$ cat config.mk
export PLATFORM = sky130hd
export DESIGN_NAME = routed_irq_ctrl
export DESIGN_NICKNAME = d
export VERILOG_FILES = /design/src/rtl/rtic_pkg.sv /design/src/rtl/rtic_regs.sv /design/src/rtl/rtic_route.sv /design/src/rtl/rtic_claim.sv /design/src/rtl/routed_irq_ctrl.sv
export SDC_FILE = /design/constraint.sdc
export NUM_CORES = 1
export LEC_CHECK = 0
export BUFFER_PORTS_ARGS = -buffer_cell sky130_fd_sc_hd__clkbuf_2
export CAP_MARGIN = 20
export CORE_MARGIN = 4
export CORE_UTILIZATION = 47
export CTS_CLUSTER_SIZE = 12
export DETAILED_ROUTE_END_ITERATION = 8
export PLACE_DENSITY_LB_ADDON = 0.2
export SYNTH_ARGS = -nofsm -noshare
export SYNTH_HDL_FRONTEND = slang
export SYNTH_SLANG_ARGS = --single-unit
$ cat constraint.sdc
create_clock -name clk -period 3.1 [get_ports clk]
set_clock_uncertainty 0.15 [all_clocks]
set_input_delay 0.465 -clock clk [delete_from_list [all_inputs] [get_ports clk]]
set_output_delay 0.465 -clock clk [all_outputs]
set_load 0.02 [all_outputs]
$ cat src/rtl/rtic_pkg.sv
package rtic_pkg;
    localparam int DW     = 16;
    localparam int AW     = 5;
    localparam int NPIN   = 16;
    localparam int NLINE  = 5;
    localparam int FW     = 3;
    localparam int SLOTS  = 5;
    localparam int NWORD  = 4;
    localparam int PINW   = $clog2(NPIN);

    typedef enum logic [3:0] {
        SEL_NONE, SEL_LVL1, SEL_EN1, SEL_RWA, SEL_RWB,
        SEL_RWC, SEL_RWD, SEL_LVL2, SEL_EN2
    } reg_sel_e;

    // slot-present map per routing word, word w at [w*SLOTS +: SLOTS]
    localparam logic [NWORD*SLOTS-1:0] SLOT_USED = {5'b11111, 5'b11111, 5'b01101, 5'b11111};
    // reset contents, word w at [w*DW +: DW]
    localparam logic [NWORD*DW-1:0] WORDS_RST = {16'h0000, 16'h0002, 16'h0000, 16'h0040};

    function automatic reg_sel_e decode_sel(input logic win, input logic [AW-1:0] a);
        reg_sel_e s;
        s = SEL_NONE;
        if (!a[0]) begin
            if (!win) begin
                unique case (a)
                    5'h00:   s = SEL_LVL1;
                    5'h04:   s = SEL_RWA;
                    5'h06:   s = SEL_RWB;
                    5'h0C:   s = SEL_EN1;
                    5'h1C:   s = SEL_RWC;
                    5'h1E:   s = SEL_RWD;
                    default: s = SEL_NONE;
                endcase
            end else begin
                unique case (a)
                    5'h00:   s = SEL_LVL2;
                    5'h06:   s = SEL_EN2;
                    default: s = SEL_NONE;
                endcase
            end
        end
        return s;
    endfunction

    // merge a written routing word: keep old slot when new value is out of range
    function automatic logic [DW-1:0] merge_word(input logic [DW-1:0] old_w,
                                                 input logic [DW-1:0] new_w,
                                                 input logic [SLOTS-1:0] used);
        logic [DW-1:0] res;
        res = '0;
        for (int s = 0; s < SLOTS; s++) begin
            if (used[s]) begin
                if (new_w[s*FW +: FW] < FW'(NLINE))
                    res[s*FW +: FW] = new_w[s*FW +: FW];
                else
                    res[s*FW +: FW] = old_w[s*FW +: FW];
            end
        end
        return res;
    endfunction

    // where a pin's routing slot lives; ok=0 means fixed to line 0
    function automatic logic [5:0] pin_slot(input int grp, input int pin);
        logic       ok;
        logic [1:0] w;
        logic [2:0] s;
        ok = 1'b1; w = 2'd0; s = 3'd0;
        if (grp == 0) begin
            unique case (pin)
                0, 1, 2, 3: begin w = 2'd0; s = 3'(pin); end
                8:          begin w = 2'd0; s = 3'd4; end
                9:          begin w = 2'd1; s = 3'd0; end
                11:         begin w = 2'd1; s = 3'd2; end
                12:         begin w = 2'd1; s = 3'd3; end
                default:    ok = 1'b0;
            endcase
        end else begin
            unique case (pin)
                0, 1:                begin w = 2'd2; s = 3'(pin); end
                3, 4, 5:             begin w = 2'd2; s = 3'(pin - 1); end
                6, 7, 8, 9, 10:      begin w = 2'd3; s = 3'(pin - 6); end
                default:             ok = 1'b0;
            endcase
        end
        return {ok, w, s};
    endfunction
endpackage

$ cat src/rtl/rtic_regs.sv
module rtic_regs
    import rtic_pkg::*;
(
    input  logic                  clk,
    input  logic                  rst_n,
    input  logic                  req,
    input  logic                  we,
    input  logic                  win,
    input  logic [AW-1:0]         addr,
    input  logic [DW-1:0]         wdata,
    input  logic [NPIN-1:0]       lvl1,
    input  logic [NPIN-1:0]       lvl2,
    output logic [NPIN-1:0]       en1,
    output logic [NPIN-1:0]       en2,
    output logic [NWORD*DW-1:0]   words,
    output logic [DW-1:0]         rdata,
    output logic                  rvalid
);
    reg_sel_e      sel;
    logic [DW-1:0] rd_mux;

    assign sel = decode_sel(win, addr);

    always_comb begin
        unique case (sel)
            SEL_LVL1: rd_mux = lvl1;
            SEL_EN1:  rd_mux = en1;
            SEL_RWA:  rd_mux = words[0*DW +: DW];
            SEL_RWB:  rd_mux = words[1*DW +: DW];
            SEL_RWC:  rd_mux = words[2*DW +: DW];
            SEL_RWD:  rd_mux = words[3*DW +: DW];
            SEL_LVL2: rd_mux = lvl2;
            SEL_EN2:  rd_mux = en2;
            default:  rd_mux = '0;
        endcase
    end

    always_ff @(posedge clk) begin
        if (!rst_n) begin
            en1    <= '0;
            en2    <= '0;
            words  <= WORDS_RST;
            rdata  <= '0;
            rvalid <= 1'b0;
        end else begin
            rvalid <= req && !we;
            if (req && !we)
                rdata <= rd_mux;
            if (req && we) begin
                unique case (sel)
                    SEL_EN1: en1 <= wdata;
                    SEL_EN2: en2 <= wdata;
                    SEL_RWA: words[0*DW +: DW] <= merge_word(words[0*DW +: DW], wdata, SLOT_USED[0*SLOTS +: SLOTS]);
                    SEL_RWB: words[1*DW +: DW] <= merge_word(words[1*DW +: DW], wdata, SLOT_USED[1*SLOTS +: SLOTS]);
                    SEL_RWC: words[2*DW +: DW] <= merge_word(words[2*DW +: DW], wdata, SLOT_USED[2*SLOTS +: SLOTS]);
                    SEL_RWD: words[3*DW +: DW] <= merge_word(words[3*DW +: DW], wdata, SLOT_USED[3*SLOTS +: SLOTS]);
                    default: ;
                endcase
            end
        end
    end

    a_r12_read_ack: assert property (@(posedge clk) disable iff (!rst_n)
        (req && !we) |=> rvalid);
    a_r12_no_stray_ack: assert property (@(posedge clk) disable iff (!rst_n)
        !(req && !we) |=> !rvalid);
    a_r3_enable_written: assert property (@(posedge clk) disable iff (!rst_n)
        (req && we && sel == SEL_EN1) |=> (en1 == $past(wdata)));
    a_r4_bad_slot_kept: assert property (@(posedge clk) disable iff (!rst_n)
        (req && we && sel == SEL_RWA && wdata[FW-1:0] >= FW'(NLINE)) |=> $stable(words[FW-1:0]));
    a_r11_dead_write: assert property (@(posedge clk) disable iff (!rst_n)
        (req && we && (sel == SEL_NONE || sel == SEL_LVL1 || sel == SEL_LVL2))
        |=> ($stable(en1) && $stable(en2) && $stable(words)));
endmodule

$ cat src/rtl/rtic_route.sv
module rtic_route
    import rtic_pkg::*;
#(
    parameter int GROUP = 0
) (
    input  logic [NPIN-1:0]        lvl,
    input  logic [NPIN-1:0]        en,
    input  logic [NWORD*DW-1:0]    words,
    output logic [NLINE*NPIN-1:0]  hit
);
    for (genvar p = 0; p < NPIN; p++) begin : g_pin
        localparam logic [5:0] LOC  = pin_slot(GROUP, p);
        localparam int         WIDX = int'(LOC[4:3]);
        localparam int         SIDX = int'(LOC[2:0]);
        logic [FW-1:0] dest;
        if (LOC[5]) begin : g_routed
            assign dest = words[WIDX*DW + SIDX*FW +: FW];
        end else begin : g_fixed
            assign dest = '0;
        end
        for (genvar l = 0; l < NLINE; l++) begin : g_ln
            assign hit[l*NPIN + p] = lvl[p] && en[p] && (dest == FW'(l));
        end
    end
endmodule

$ cat src/rtl/rtic_claim.sv
module rtic_claim
    import rtic_pkg::*;
(
    input  logic [NLINE*NPIN-1:0]  hit_a,
    input  logic [NLINE*NPIN-1:0]  hit_b,
    output logic [NLINE-1:0]       valid,
    output logic [NLINE-1:0]       grp,
    output logic [NLINE*PINW-1:0]  pin
);
    always_comb begin
        valid = '0;
        grp   = '0;
        pin   = '0;
        for (int l = 0; l < NLINE; l++) begin
            // descending scan: last match kept is the lowest pin; group 1 overrides
            for (int p = NPIN - 1; p >= 0; p--) begin
                if (hit_b[l*NPIN + p]) begin
                    valid[l]            = 1'b1;
                    grp[l]              = 1'b1;
                    pin[l*PINW +: PINW] = PINW'(p);
                end
            end
            for (int p = NPIN - 1; p >= 0; p--) begin
                if (hit_a[l*NPIN + p]) begin
                    valid[l]            = 1'b1;
                    grp[l]              = 1'b0;
                    pin[l*PINW +: PINW] = PINW'(p);
                end
            end
        end
    end
endmodule

$ cat src/rtl/routed_irq_ctrl.sv
module routed_irq_ctrl
    import rtic_pkg::*;
(
    input  logic         clk,
    input  logic         rst_n,
    input  logic [15:0]  src_g1_i,
    input  logic [15:0]  src_g2_i,
    input  logic         bus_req_i,
    input  logic         bus_we_i,
    input  logic         bus_win_i,
    input  logic [4:0]   bus_addr_i,
    input  logic [15:0]  bus_wdata_i,
    output logic [15:0]  bus_rdata_o,
    output logic         bus_rvalid_o,
    output logic [4:0]   irq_line_o,
    output logic [4:0]   claim_valid_o,
    output logic [4:0]   claim_grp_o,
    output logic [19:0]  claim_pin_o
);
    logic [NPIN-1:0]       en1, en2;
    logic [NWORD*DW-1:0]   words;
    logic [NLINE*NPIN-1:0] hit_a, hit_b;
    logic [NLINE-1:0]      line_nx, cv_nx, cg_nx;
    logic [NLINE*PINW-1:0] cp_nx;

    rtic_regs u_regs (
        .clk(clk), .rst_n(rst_n), .req(bus_req_i), .we(bus_we_i), .win(bus_win_i),
        .addr(bus_addr_i), .wdata(bus_wdata_i), .lvl1(src_g1_i), .lvl2(src_g2_i),
        .en1(en1), .en2(en2), .words(words), .rdata(bus_rdata_o), .rvalid(bus_rvalid_o)
    );

    rtic_route #(.GROUP(0)) u_route_g1 (.lvl(src_g1_i), .en(en1), .words(words), .hit(hit_a));
    rtic_route #(.GROUP(1)) u_route_g2 (.lvl(src_g2_i), .en(en2), .words(words), .hit(hit_b));

    rtic_claim u_claim (.hit_a(hit_a), .hit_b(hit_b), .valid(cv_nx), .grp(cg_nx), .pin(cp_nx));

    for (genvar l = 0; l < NLINE; l++) begin : g_or
        assign line_nx[l] = |hit_a[l*NPIN +: NPIN] || |hit_b[l*NPIN +: NPIN];
    end

    always_ff @(posedge clk) begin
        if (!rst_n) begin
            irq_line_o    <= '0;
            claim_valid_o <= '0;
            claim_grp_o   <= '0;
            claim_pin_o   <= '0;
        end else begin
            irq_line_o    <= line_nx;
            claim_valid_o <= cv_nx;
            claim_grp_o   <= cg_nx;
            claim_pin_o   <= cp_nx;
        end
    end

    a_r9_claim_tracks_line: assert property (@(posedge clk) disable iff (!rst_n)
        claim_valid_o == irq_line_o);
    a_r2_line_needs_enable: assert property (@(posedge clk) disable iff (!rst_n)
        (|irq_line_o) |-> $past((|(src_g1_i & en1)) || (|(src_g2_i & en2))));
    for (genvar l = 0; l < NLINE; l++) begin : g_chk
        a_r10_idle_claim_zero: assert property (@(posedge clk) disable iff (!rst_n)
            !claim_valid_o[l] |-> (!claim_grp_o[l] && claim_pin_o[l*PINW +: PINW] == '0));
    end
endmodule

==> results.yml, run 1 <==
worst_setup_path:
  cpPeakStageDelay_ns: 0.59
  crit_chain: "nor2_1 -> a22oi_1 -> nor2b_1 -> nand2b_1 -> nor4_1 -> buf_4 -> a41oi_1"
  critical_path_class: "flop to flop"
  reg2regPathDepth: 7
  r2r-start: "u_regs.words[12]$_SDFFE_PN0P_"
  endpoint_kind: "flop"
  cp.required_ns: 3.23
  arrival_ns: 2.50
  cp_slowest_cell: "dfxtp_1"
  r2r-end: "claim_valid_o[0]$_SDFF_PN0_"
  reg2reg_setup_slack_ns: 0.73
  crit_fanout: 7
  crit_path_start_kind: "flop"
clock_tree:
  clock_sink_count: 138
  ctsHoldBuffers: 0
  clock_path_buffers: 2
  cts-buffers-inserted: 17
  root_buffer: "clkbuf_16"
  clock_latency_ns: 0.43
  clk_pin_slew_ns: 0.06
  cts_tree: "built"
  cts_max_level: 4
  cts_resized: 0
  cts_setup_buffers: 0
detailed_routing:
  final_antenna_net_count: 0
  wl_per_cell_um: 24.2
  drt-initial-drc-count: 1134
  drt-total-wl_um: 31100
  avgViaCountPerCell: 6.53
  vias: 8396
  post-route-drc-count: 23
  firstDrtPassIters: 9
hold_path:
  hold_path.startpoint: "bus_wdata_i[15]"
  hold_depth: 3
  hold_path_class: "primary input to flop"
  worstHoldEndpoint: "u_regs.en2[15]$_SDFFE_PN0P_"
global_route:
  grt_pass1_wl_um: 45700
  grt_pass1_vias: 7464
  grt.total_usage_pct: 33.6
  gr-total-overflow: 0
  antenna_found_initial: 0
  grt_max_degree: 74
logic_synthesis:
  syn_avg_cell_area_um2: 7.80
  syn_inst: 954
  ys_ff_latch: 138
  ys_top_cells_by_area: "dfxtp_1 (37%), nand2_1 (9.0%), nor2_1 (4.9%), a21oi_1 (4.9%), mux2i_1 (4.7%)"
  ys_warn_count: 0
  synthesis.area_mm2: 0.00745
  synth_edf_count: 0
  synthFlopType: "dfxtp_1"
  yosysUniqueCellTypes: 68
  async_reset_ff_share_pct: 0
  yosysTopAreaCell: "dfxtp_1"
  synth_seq_area_share_pct: 37.1
  yosysTopAreaCellShare_pct: 37.1
  syn-num-nets: 1012
timing:
  setup_viol: 0
  fin_crit_sh_pct: 76.4
  finalSetupTns_ns: 0
  slew_headroom_pct: 54.8
  grt_setup_unrepaired: "false"
  slew_violations: 0
  worst_pin_slew_ns: 0.670
  finalCriticalPeriod_ns: 2.37
  hold_viol: 0
  max_freq_ghz: 0.422
cells_and_area:
  instances_no_fill: 1285
  fin_nets: 1119
  n_antenna_cell: 0
  syn_to_final_growth_pct: 18.9
  final_util_pct: 57.6
  fillers: 1477
  layout-drive-gt1-share_pct: 17.9
floorplanning:
  fp-row-count: 45
  die_y_um: 134
  core_area_mm2: 0.0154
  die_area_mm2: 0.0179
  dieWidth_um: 134
  ios: 110
  initial_utilization_pct: 48.4
status:
  status: "finished with violations"
  violations: "design-rule violations"
placed_design:
  io_buffer_count: 109
  place_inst: 1253
  place_hpwl_um: 23300
  gp_congestion: 1.00
power_and_ir_drop:
  peakVddDrop_mv: 0.361
  p_leak_nw: 3.31
  powerDensity_mw_per_mm2: 461
job:
  drv_cap: 0
-- through the flow --
| step | cell area [um2] | hold WS, ns | setup WS (ns) | total power (W) |
|---|---|---|---|---|
| 2_1_floorplan | 7450 | 0.299 | 0.966 | 0.00191 |
| 3_3_place_gp | 8260 | 0.303 | 0.604 | 0.00203 |
| 3_5_place_dp | 8260 | 0.306 | 0.599 | 0.00203 |
| 4_1_cts | 8850 | 0.135 | 0.809 | 0.00408 |
| 5_1_grt | 8850 | 0.139 | 0.684 | 0.00417 |
| 6_report | 8850 | 0.146 | 0.731 | 0.00408 |
-- routing by layer --
metal / up-vias / part of all wire, % / global-route usage [%]
met5: - / 0 / 0
met4: 0 / 6.4 / 16.6
li1: 3753 / - / -
met3: 150 / 12 / 7.73
met2: 613 / 44 / 52.9
met1: 3880 / 38 / 43.4
-- cell usage after synthesis (3+ instances only) --
| cell | count |
|---|---|
| a31o_1 | 3 |
| o31ai_1 | 3 |
| nand2b_1 | 10 |
| mux2i_1 | 35 |
| a222oi_1 | 22 |
| nand3b_1 | 11 |
| a22oi_1 | 27 |
| and4b_1 | 4 |
| a21oi_2 | 9 |
| nand3_1 | 64 |
| a211oi_1 | 6 |
| nand4_1 | 9 |
| o22ai_1 | 9 |
| a31o_2 | 4 |
| dfxtp_1 | 138 |
| clkbuf_1 | 32 |
| o21a_1 | 6 |
| o21ai_0 | 28 |
| a32o_1 | 3 |
| nor2b_1 | 12 |
| and3b_1 | 20 |
| inv_1 | 3 |
| nand4b_1 | 6 |
| buf_2 | 9 |
| nand2_1 | 178 |
| o211ai_1 | 5 |
| or3b_2 | 4 |
| a41o_1 | 9 |
| and3_1 | 8 |
| a21oi_1 | 73 |
| a31oi_1 | 14 |
| nor2_1 | 98 |
| nor3_1 | 16 |
| nor4_1 | 4 |
| and2_1 | 12 |
| a41oi_1 | 5 |
| or2_2 | 3 |
| nor3b_1 | 11 |
-- cell families (layout without fill, tap and decap cells) --
logic type | Yosys count | after routing | share of synthesized area, %
AND/OR/NAND/NOR | 486 | 486 | 32.5
multiplexers | 35 | 35 | 4.71
buffers and inverters | 49 | 169 | 2.77
AO/OA/AOI/OAI | 246 | 246 | 22.9
flip-flops | 138 | 138 | 37.1
-- sequential cells by signal, indices dropped and copies added, names as in the netlist --
| register | flops |
|---|---|
| u_regs.en2 | 16 |
| claim_grp_o | 5 |
| claim_valid_o | 5 |
| claim_pin_o | 20 |
| irq_line_o | 5 |
| u_regs.rvalid | 1 |
| u_regs.en1 | 16 |
| u_regs.rdata | 16 |
| u_regs.words | 54 |
-- placed cells by master, fill, tap and decap left out, types with 17 or more instances in the layout --
cell and n:
a21oi_1 73, a222oi_1 22, a22oi_1 27, and3b_1 20, buf_4 23, clkbuf_16 17, clkbuf_2 109, dfxtp_1 138
mux2i_1 35, nand2_1 178, nand3_1 64, nor2_1 98, o21ai_0 28
-- worst max-delay path: cells and delay by family, from the launching register on --
kind	cells	cell delay (ns)
buffers and inverters	1	0.19
AOI/OAI and AO/OA	2	0.39
and+or+nand+nor	4	0.91
DFF	1	0.59
-- cell type report --
type | instances | area [um2] | area share, %
clock buffer | 18 | 429 | 4.85
multi-input combinational | 767 | 4480 | 50.6
tap | 211 | 264 | 2.98
timing repair buffer | 133 | 738 | 8.34
inverter | 4 | 16.3 | 0.184
sequential | 138 | 2760 | 31.2
clock inverter | 14 | 163 | 1.84
-- where the power goes --
group	leakage, nW	total [W]	switching (W)	internal (W)
combinational	1.93	0.000215	0.000152	0.0000631
clock	0.270	0.00208	0.000877	0.00120
sequential	1.11	0.00178	0.00000445	0.00178
total	3.31	0.00408	0.00103	0.00304
-- worst max-delay path by stage --
stage / startpoint / end / slack, ns
after floorplan: bus_addr_i[4] / u_regs.rdata[12]$_SDFFE_PN0P_ / 0.97
after global placement: bus_addr_i[4] / u_regs.rdata[7]$_SDFFE_PN0P_ / 0.60
after detailed placement: bus_addr_i[4] / u_regs.rdata[7]$_SDFFE_PN0P_ / 0.60
after CTS: u_regs.en2[10]$_SDFFE_PN0P_ / claim_pin_o[17]$_SDFF_PP0_ / 0.81
after global routing: u_regs.words[49]$_SDFFE_PN0P_ / claim_pin_o[5]$_SDFF_PP0_ / 0.68
final: u_regs.words[12]$_SDFFE_PN0P_ / claim_valid_o[0]$_SDFF_PN0_ / 0.73
Power figures use the tool's default switching activity.
==> inputs of run 2 (changes only) <==
- ABC_AREA: default -> 1
- clock period: 3.1 -> 2 ns (I/O delays scaled with it)
==> run 2 against run 1 <==
Compared with the run above:
- the flow finishes with violations (negative setup slack)
- fmax is 0.11% higher
- cell count is 27% higher
- first-iteration DRC count is 6.6% higher
- core utilization is 15 points higher
- critical path depth is 25 higher
- count of clock-buffer cells in the layout is 1 lower
- sequential power is 57% higher
- worst hold slack worse by 0.14 ns
- critical path type unchanged
- largest cell class unchanged
==> results.yml, run 2 <==
worst_setup_path:
  r2r-end: "claim_pin_o[0]$_SDFF_PP0_"
  cpPeakStageDelay_ns: 0.33
  cp.required_ns: 2.22
  critical_path_class: "flop to flop"
  reg2reg_setup_slack_ns: -0.37
  crit_path_end: "claim_pin_o[0]$_SDFF_PP0_"
  endpoint_kind: "flop"
  arrival_ns: 2.59
  reg2regPathDepth: 32
  crit_fanout: 2
  cp_common_cell: "nand2_1"
  crit_path_start_kind: "flop"
  r2r-start: "u_regs.en2[15]$_SDFFE_PN0P_"
  cp-startpoint: "u_regs.en2[15]$_SDFFE_PN0P_"
  cp_slowest_cell: "dfxtp_2"
detailed_routing:
  wl_per_cell_um: 18.6
  final_antenna_net_count: 0
  avgViaCountPerCell: 5.78
  vias: 9408
  firstDrtPassIters: 9
  drt-initial-drc-count: 1209
  post-route-drc-count: 0
  drt-total-wl_um: 30300
power_and_ir_drop:
  powerDensity_mw_per_mm2: 601
  p_leak_nw: 4.85
  peakVddDrop_mv: 0.608
hold_path:
  hold_path_class: "primary input to flop"
  hold_depth: 3
logic_synthesis:
  yosysUniqueCellTypes: 39
  synthFlopType: "dfxtp_1"
  ys_ff_latch: 138
  async_reset_ff_share_pct: 0
  yosysTopAreaCellShare_pct: 38.2
  syn_avg_cell_area_um2: 6.55
  yosysTopAreaCell: "dfxtp_1"
  synthesis.area_mm2: 0.00724
  synth_commonest_cells: "nand2_1 (191), nor2_1 (177), inv_1 (145), dfxtp_1 (138), a21oi_1 (106)"
  ys_warn_count: 0
  ys_top_cells_by_area: "dfxtp_1 (38%), nand2_1 (9.9%), nor2_1 (9.2%), inv_1 (7.5%), a21oi_1 (7.3%)"
  synth_seq_area_share_pct: 38.2
  syn-num-nets: 1162
  synth_edf_count: 0
  syn_inst: 1104
  yosysMostFrequentCell: "nand2_1"
cells_and_area:
  layout_common_cells: "buf_4 (204), nand2_1 (166), nor2_1 (156), inv_1 (133), dfxtp_1 (126)"
  layout_commonest_cell: "buf_4"
  n_antenna_cell: 0
  largest_reg_flops: 54
  regMostFlops: "u_regs.words"
  syn_to_final_growth_pct: 52.9
  design_area_mm2: 0.0111
  largest_registers: "u_regs.words (54), claim_pin_o (20)"
  layout-drive-gt1-share_pct: 36.6
  final_util_pct: 73.0
  instances_no_fill: 1629
  fin_nets: 1486
clock_tree:
  root_buffer: "clkbuf_16"
  clock_sink_count: 138
  clock_latency_ns: 0.44
  cts-buffers-inserted: 17
  cts_max_level: 4
  clk_pin_slew_ns: 0.07
  cts_tree: "built"
  clock_path_buffers: 2
status:
  violations: "negative setup slack"
  status: "finished with violations"
placed_design:
  place_inst: 1570
  io_buffer_count: 109
  post_dp_cell_area_mm2: 0.00941
  preCtsSetupSlack_ns: -0.709
  gp_congestion: 1.03
  place_hpwl_um: 22300
global_route:
  grt_pass1_vias: 8396
  grt_max_degree: 58
  antenna_found_initial: 0
  grt.total_usage_pct: 32.4
  grt_pass1_wl_um: 44400
  gr-total-overflow: 0
timing:
  slew_violations: 0
  finalCriticalPeriod_ns: 2.37
  layout_setup_ws_ns: -0.366
  hold-worst-slack_ns: 0.00401
  fin_crit_sh_pct: 118
  hold_viol: 0
  max_freq_ghz: 0.423
  grt_setup_unrepaired: "true"
  slew_headroom_pct: 58.5
  worst_pin_slew_ns: 0.617
  setup_viol: 12
floorplanning:
  core_area_mm2: 0.0151
  die_area_mm2: 0.0174
  initial_utilization_pct: 47.8
  fp-row-count: 45
  dieWidth_um: 132
  ios: 110
  die_y_um: 132
job:
  drv_cap: 0
-- run 2: cells by family (layout without fill, tap and decap cells) --
kind of cell / count (synthesis) / in the layout / share of synthesized area (%)
AO/OA/AOI/OAI: 289 / 289 / 23.2
buffers and inverters: 181 / 517 / 9.80
flip-flops: 138 / 138 / 38.2
AND/OR/NAND/NOR: 496 / 497 / 28.8
-- run 2: per-stage QoR --
step	TNS (ns)	power (W)
after floorplan	0	0.00310
after global placement	-28.45	0.00339
after detailed placement	-33.44	0.00339
after CTS	-0.989	0.00652
after global routing	-3.41	0.00681
final	-1.48	0.00665
-- run 2: worst min-delay path by stage --
stage,startpoint,end,slack [ns]
2_1_floorplan,bus_wdata_i[0],u_regs.en1[0]$_SDFFE_PN0P_,0.28
3_3_place_gp,u_regs.en2[4]$_SDFFE_PN0P_,u_regs.en2[4]$_SDFFE_PN0P_,0.30
3_5_place_dp,u_regs.rdata[1]$_SDFFE_PN0P_,u_regs.rdata[1]$_SDFFE_PN0P_,0.31
4_1_cts,bus_wdata_i[15],u_regs.en1[15]$_SDFFE_PN0P_,0.003
5_1_grt,bus_wdata_i[15],u_regs.en1[15]$_SDFFE_PN0P_,0.03
6_report,bus_wdata_i[15],u_regs.en1[15]$_SDFFE_PN0P_,0.004
-- run 2: repair_timing --
item,CTS,global route
hold buffers,0,0
buffers inserted,6,26
resized for setup,73,167
pin swaps,17,47
gates cloned,0,2
setup endpoints to repair,35,93
-- run 2: critical path: cells and delay by family (launching register included) --
kind	cells	cell delay, ns
and+or+nand+nor	30	1.68
DFF	1	0.33
AOI/OAI and AO/OA	1	0.10
buffers and inverters	1	0.05
-- run 2: final cells by class --
cell class                 count  area [um2]
clock buffer                  17         425
fill                        1176        4080
sequential                   138        2790
multi-input combinational    786        4510
tap                          188         235
inverter                     153         602
timing repair inverter         1        5.00
timing repair buffer         331        2340
clock inverter                15         153
-- run 2: metal layers --
metal / vias up / track usage [%] / part of all wire [%]
met5: - / 0 / 0
met1: 4300 / 41.6 / 38
met2: 593 / 52.3 / 45
li1: 4376 / - / -
met3: 139 / 6.30 / 10
met4: 0 / 15.9 / 6.1
-- run 2: where the power goes --
group,internal (W),leakage (nW),switching (W)
registers,0.00278,1.12,0.0000202
logic,0.000264,3.46,0.000424
clock network,0.00175,0.272,0.00141
